**src/rtl/acc_machine.sv**
```systemverilog
module acc_machine #(
  parameter int W       = 8,
  parameter int AW      = 8,
  parameter int PROGRAM = 0
) (
  input  logic         clk,
  input  logic         rst,
  input  logic         step_en,
  output logic         boot_done,
  output logic [W-1:0] acc,
  output logic [1:0]   state
);
  localparam int DEPTH = 1 << AW;
  localparam logic [W-1:0] OP_ADD = W'(8'h01);
  localparam logic [W-1:0] OP_SUB = W'(8'h02);
  localparam logic [W-1:0] OP_CLR = W'(8'h04);
  localparam logic [W-1:0] OP_BZ  = W'(8'h08);
  localparam logic [W-1:0] OP_STO = W'(8'h10);
  localparam logic [1:0] S_BOOT = 2'd0, S_OPC = 2'd1, S_ARG = 2'd2, S_EXE = 2'd3;

  logic [W-1:0]  ram [DEPTH];
  logic [AW-1:0] pc;
  logic [W-1:0]  opc, arg;

  function automatic logic [W-1:0] rom_word(input logic [AW-1:0] a);
    rom_word = '0;
    if (PROGRAM == 0) begin
      case (int'(a))
        0:  rom_word = OP_CLR;
        2:  rom_word = OP_ADD;  3:  rom_word = W'(10);
        4:  rom_word = OP_SUB;  5:  rom_word = W'(1);
        6:  rom_word = OP_STO;  7:  rom_word = W'(3);
        8:  rom_word = OP_BZ;   9:  rom_word = W'(22);
        10: rom_word = OP_ADD;  11: rom_word = W'(0);
        12: rom_word = OP_STO;  13: rom_word = W'(11);
        14: rom_word = OP_STO;  15: rom_word = W'(100);
        16: rom_word = OP_CLR;
        18: rom_word = OP_BZ;   19: rom_word = W'(2);
        22: rom_word = OP_CLR;
        24: rom_word = OP_BZ;   25: rom_word = W'(22);
        default: rom_word = '0;
      endcase
    end else begin
      case (int'(a))
        0:  rom_word = OP_CLR;
        2:  rom_word = OP_SUB;  3:  rom_word = W'(3);
        4:  rom_word = W'(8'hFF); 5: rom_word = W'(7);
        6:  rom_word = OP_ADD;  7:  rom_word = W'(3);
        8:  rom_word = OP_BZ;   9:  rom_word = W'(12);
        10: rom_word = OP_ADD;  11: rom_word = W'(99);
        12: rom_word = OP_ADD;  13: rom_word = W'(200);
        14: rom_word = OP_ADD;  15: rom_word = W'(100);
        16: rom_word = OP_BZ;   17: rom_word = W'(0);
        18: rom_word = OP_STO;  19: rom_word = W'(19);
        20: rom_word = OP_CLR;
        22: rom_word = OP_BZ;   23: rom_word = W'(20);
        default: rom_word = '0;
      endcase
    end
  endfunction

  logic exe_now, last_boot;
  assign exe_now   = boot_done && step_en && (state == S_EXE);
  assign last_boot = (pc == AW'(DEPTH - 1));

  always_ff @(posedge clk) begin
    if (!rst && !boot_done)
      ram[pc] <= rom_word(pc);
    else if (!rst && exe_now && opc == OP_STO)
      ram[arg[AW-1:0]] <= acc;
  end

  always_ff @(posedge clk) begin
    if (rst) begin
      state     <= S_BOOT;
      boot_done <= 1'b0;
      pc        <= '0;
      acc       <= '0;
      opc       <= '0;
      arg       <= '0;
    end else if (!boot_done) begin
      pc <= pc + 1'b1;
      if (last_boot) begin
        boot_done <= 1'b1;
        state     <= S_OPC;
      end
    end else if (step_en) begin
      case (state)
        S_OPC: begin
          opc   <= ram[pc];
          pc    <= pc + 1'b1;
          state <= S_ARG;
        end
        S_ARG: begin
          arg   <= ram[pc];
          pc    <= pc + 1'b1;
          state <= S_EXE;
        end
        S_EXE: begin
          state <= S_OPC;
          case (opc)
            OP_CLR:  acc <= '0;
            OP_ADD:  acc <= acc + arg;
            OP_SUB:  acc <= acc - arg;
            OP_BZ:   if (acc == '0) pc <= arg[AW-1:0];
            default: ;
          endcase
        end
        default: state <= S_BOOT;
      endcase
    end
  end
endmodule

```
**config.mk**
```make
export PLATFORM = sky130hd
export DESIGN_NAME = acc_machine
export DESIGN_NICKNAME = d
export VERILOG_FILES = /design/src/rtl/acc_machine.sv
export SDC_FILE = /design/constraint.sdc
export NUM_CORES = 2
export LEC_CHECK = 0
export BUFFER_PORTS_ARGS = -buffer_cell sky130_fd_sc_hd__buf_2
export CAP_MARGIN = 10
export CORE_UTILIZATION = 55
export DETAILED_ROUTE_END_ITERATION = 16
export PLACE_DENSITY = 0.7
export SYNTH_ARGS = -nofsm -noshare
export SYNTH_HDL_FRONTEND = slang
export SYNTH_SLANG_ARGS = --single-unit
```
**constraint.sdc**
```tcl
create_clock -name clk -period 20.7 [get_ports clk]
set_input_delay 1.035 -clock clk [delete_from_list [all_inputs] [get_ports clk]]
set_output_delay 1.035 -clock clk [all_outputs]
set_load 0.03 [all_outputs]
```
Yosys cells after proc, flatten, opt, wreduce, memory -nomap -nowiden
Memories as Yosys holds them, arrays and structs flattened. A register that Yosys moved wholly into a read port is not among the register bits.
Index checks and enable logic that the tools add are counted.
- bits in registers: 35
- RAM bits: 2048
- bits in read-only memories: 224
- input bits: 3
- output and inout port bits: 11
- logic and storage cells: 68
- memories kept: 2
- $add $sub $neg: 3
- equal/unequal tests: 13
- mux-type cells: 26
- reduce and logical (&&, ||, !) cells: 18
- memories (name ; words ; width ; rd ports ; clocked after Yosys merged registers in ; write ports ; line ; source):
    ram ; 256 ; 8 ; 1 ; 1 ; 1 ; 21 ; logic [W-1:0] ram [DEPTH];
    (no name shown) ; 32 ; 7 ; 1 ; 1 ; 0 ; 28 ; case (int'(a))
- operator list (operator ; number):
    8-bit 2-to-1 mux ; 10
    8-bit case mux with 3 select lines ; 1
    8-bit case mux with 2 select lines ; 1
    5-bit 2-to-1 mux ; 2
    3-bit by 2-bit inequality test with 1-bit output (second input constant) ; 3
    8-bit by 1-bit adder with 8-bit output (second input constant) ; 1
    8-bit adder ; 1
    8-bit by 1-bit == test with 1-bit output (second input constant) ; 1
    8-bit by 2-bit == test with 1-bit output (second input constant) ; 1
    8-bit by 3-bit == test with 1-bit output (second input constant) ; 1
    8-bit by 4-bit == test with 1-bit output (second input constant) ; 1
    8-bit by 5-bit == test with 1-bit output (second input constant) ; 1
    8-bit == test (second input constant) ; 1
    8-bit zero test ; 1
    1-bit 2-to-1 mux ; 8
    4-bit AND reduction ; 2
    8-bit OR reduction ; 1
    8-bit subtractor ; 1
    2-bit 2-to-1 mux ; 3
    2-bit case mux with 3 select lines ; 1
    3-bit AND reduction ; 2
    1-bit logical AND ; 5
    2-bit == test (second input constant) ; 2
    3-bit zero test ; 1
    7 further kinds ; 8

Longest topological paths before layout
- depth in word-level cells: 9
- gate-level depth with buffers: 14
- gate-level depth less buffers: 13

Worst setup path before layout
No wires, ideal clock.
- kind: input -> register
- start: in rst
- end: mem ram[0][0] (data pin)
- setup time: 2189 ps
- arrival time: 11901 ps
- data required time: 18511 ps
- setup slack: 6610 ps
- stages on the path: 5
- buffers on the path: 2
- cells stage by stage: nor3b_1 > nand4_1 > clkbuf_1 > buf_1 > o21ai_0
- cells in the longest elaborated chain, start to end: 8
- elaborated cells on any way between the ends: 9
- classes of those cells: 4 x mux; 5 x reduce/logical
- ends and longest elaborated chain (item ; line ; source):
    start: declaration ; 7 ; input logic rst,
    1-bit zero test * ; 67, 69 ;
    1-bit logical AND (2 in series) ; 69 ; else if (!rst && exe_now && opc == OP_STO)
    1-bit 2-to-1 mux ; 69 ;
    1-bit 2-to-1 mux * ; 67 ; if (!rst && !boot_done)
    1-bit 2-to-1 mux (not written as such) * ; 70 ; ram[arg[AW-1:0]] <= acc;
    8-bit OR reduction (no source line) * ; - ;
    8-bit 2-to-1 mux (no source line) * ; - ;
    end: declaration ; 21 ;
Mark *: on every way between the ends. The rest lies on a longest branch, timed or not.

==> impl_metrics.yaml <==
drt:
  vias_per_cell: 6.764
  wl_per_cell_um: 34.52
  wirelength_um: 218500
  drtIter0Drc: 6218
  antenna_left: 0
  drc: 0
  drt_pass1_iterations: 8
  dr_total_vias: 42830
worst_hold_path:
  hold_path.class: "reg -> reg"
setup_path:
  cp-end-kind: "flip-flop"
  worst_setup_path_start_kind: "flip-flop"
  reg2reg_depth: 10
  cp-endpoint: "opc[5]$_SDFFE_PP0P_"
  crit_arrival_ns: 6.48
  cp_max_fo: 79
  reg2reg_to: "opc[5]$_SDFFE_PP0P_"
  required_ns: 21.43
  reg2reg_slack_ns: 14.95
  path_class: "reg -> reg"
floorplanning:
  io_pins: 14
  initial_core_util_pct: 55.62
  core-area_um2: 148400
  row_count: 141
  die_h_um: 389.3
  die_area_um2: 151600
  dieWidth_um: 389.3
finish:
  syn2layout_area_growth_pct: 10.30
  fin_nets: 4180
  drive_above_1_share_pct: 21.82
  layout_commonest_cell: "edfxtp_1"
  stdcell_count: 6331
  final_cell_mix: "2048 x edfxtp_1, 487 x mux4_2, 322 x nor2_1"
power_and_ir_drop:
  p_per_area_nw_per_um2: 96.01
  report.power.total_w: 0.008739
  p_leak_nw: 27.53
  peakVddDrop_mv: 0.09811
placement:
  hpwl_um: 134200
  gp_congestion: 0.9772
  dp.cells: 5958
  pre_cts_ws_ns: 15.07
  io_buffers: 13
status:
  status: "finished, violations left"
  violations: "max-capacitance violations"
global_route:
  track_usage_pct: 29.13
  antenna_found_initial: 8
  grt_pass1_wl_um: 310500
  grt_max_degree: 169
  grt_pass1_vias: 41670
  grt_overflow: 0
sta:
  slew_violations: 0
  tns_ns: 0
  hold_violations: 0
  finalSetupViolCount: 0
  period_minus_slack_ns: 5.748
  rsz0062_at_grt: "false"
  max_slew_margin_pct: 1.887
  clock_skew_ns: 0.04310
  max_freq_ghz: 0.1740
  worst_slew_pin_slew_ns: 1.435
  hold_slack_ns: 0.5317
  layout_setup_ws_ns: 14.95
  min_period_over_period_pct: 27.77
logic_synthesis:
  async_reset_ff_share_pct: 0
  synthDistinctLibCells: 81
  yosysSeqAreaShare_pct: 75.72
  synth_edf_count: 2048
  syn_area_um2: 82520
  syn_inst: 4083
  synth_flop_cell: "edfxtp_1"
  yosys_warnings: 0
  yosys_register_bits: 2097
  syn_avg_cell_area_um2: 20.21
  syn-num-nets: 4103
clock_network:
  clkLatencyLatePin_ns: 0.87
  post_cts_resized: 0
  clockBufferDepth: 3
  cts_tree: "yes"
  htreeDepth: 4
  root_buffer: "clkbuf_16"
  cts_buffers: 202
  cts_hold_buf: 0
  clkSinkCount: 2097
  post_cts_buffers: 0
  clk_pin_slew_ns: 0.06
flow_run:
  max-cap-violations: 1
==> sequential cells by signal, indices dropped and copies added (netlist names), named ones only <==
name / cells
arg: 8
opc: 8
pc: 8
boot_done: 1
acc: 8
state: 2
ram: 2048
==> per-stage QoR <==
step | util [%] | instance area, µm²
3_3_place_gp | 57.00 | 84570
4_1_cts | 61.34 | 91010
5_1_grt | 61.34 | 91010
3_5_place_dp | 57.02 | 84610
2_1_floorplan | - | 82520
6_report | 61.35 | 91020
==> layout make-up <==
cell class                      instances  area, µm²
Timing Repair Buffer                  115      883.3
Antenna cell                            2      5.005
Sequential cell                      2097      62500
Inverter                               24      90.09
Multi-Input combinational cell       1720      18630
Fill cell                           10090      57350
Tap cell                             2002       2505
Clock inverter                        123       1147
Clock buffer                          248       5259
==> Yosys cell counts, types with 22 or more instances <==
library cell | count | share of area [%]
nand2b_1 | 28 | 0.21
a21oi_1 | 71 | 0.43
edfxtp_1 | 2048 | 75
mux2i_1 | 128 | 1.6
nor3_1 | 27 | 0.16
o22ai_1 | 55 | 0.42
buf_2 | 52 | 0.32
nor2b_1 | 29 | 0.22
nand2_1 | 120 | 0.55
nor2_1 | 323 | 1.5
a22oi_1 | 77 | 0.70
buf_6 | 32 | 0.44
buf_4 | 27 | 0.25
clkbuf_1 | 106 | 0.48
nand3_1 | 49 | 0.30
inv_1 | 22 | 0.10
o21ai_0 | 46 | 0.28
dfxtp_1 | 49 | 1.2
mux4_2 | 487 | 13
==> logic make-up (layout without fill, tap and decap cells) <==
kind of cell    after synthesis  count (layout)  synth area share [%]
compound gates              414             414                 3.457
mux                         635             635                 15.12
other cells                   0               2                     0
buf+inv                     266             510                 1.851
fa+ha+maj                    17              17                0.2669
simple gates                645             645                 3.497
xor+xnor                      9               9               0.09553
flops                      2097            2097                 75.72
==> worst min-delay path by stage <==
stage | start | end | slack, ns | cells past startpoint
global placement | state[0]$_SDFFE_PP0P_ | state[0]$_SDFFE_PP0P_ | 0.51 | 2
finish | state[0]$_SDFFE_PP0P_ | state[0]$_SDFFE_PP0P_ | 0.53 | 2
global route | opc[5]$_SDFFE_PP0P_ | opc[5]$_SDFFE_PP0P_ | 0.54 | 2
floorplan | opc[5]$_SDFFE_PP0P_ | opc[5]$_SDFFE_PP0P_ | 0.44 | 2
CTS | opc[5]$_SDFFE_PP0P_ | opc[5]$_SDFFE_PP0P_ | 0.52 | 2
detailed placement | opc[5]$_SDFFE_PP0P_ | opc[5]$_SDFFE_PP0P_ | 0.52 | 2
==> metal layers <==
metal	global-route usage (%)	wire length [µm]
met3	7.644	25750
met5	0	34
met2	43.10	99990
met4	11.27	8719
met1	41.91	84050
==> worst max-delay path, stage by stage (launching register included) <==
cell and delay (ns):
dfxtp_4 0.75, buf_4 0.72, buf_12 0.44, nand2_1 0.82, o22ai_1 0.51, nor3_1 0.12
buf_4 0.23, a211oi_1 0.94, a22oi_1 0.50, nand3_1 0.25, a21oi_1 0.09
==> report_power, final <==
group	switching, W	internal [W]	total, W
Clock	0.00161	0.00198	0.00359
Combinational	0.000303	0.000156	0.000459
Sequential	0.0000115	0.00468	0.00469
Note: power is estimated with default switching activity, not from simulation.
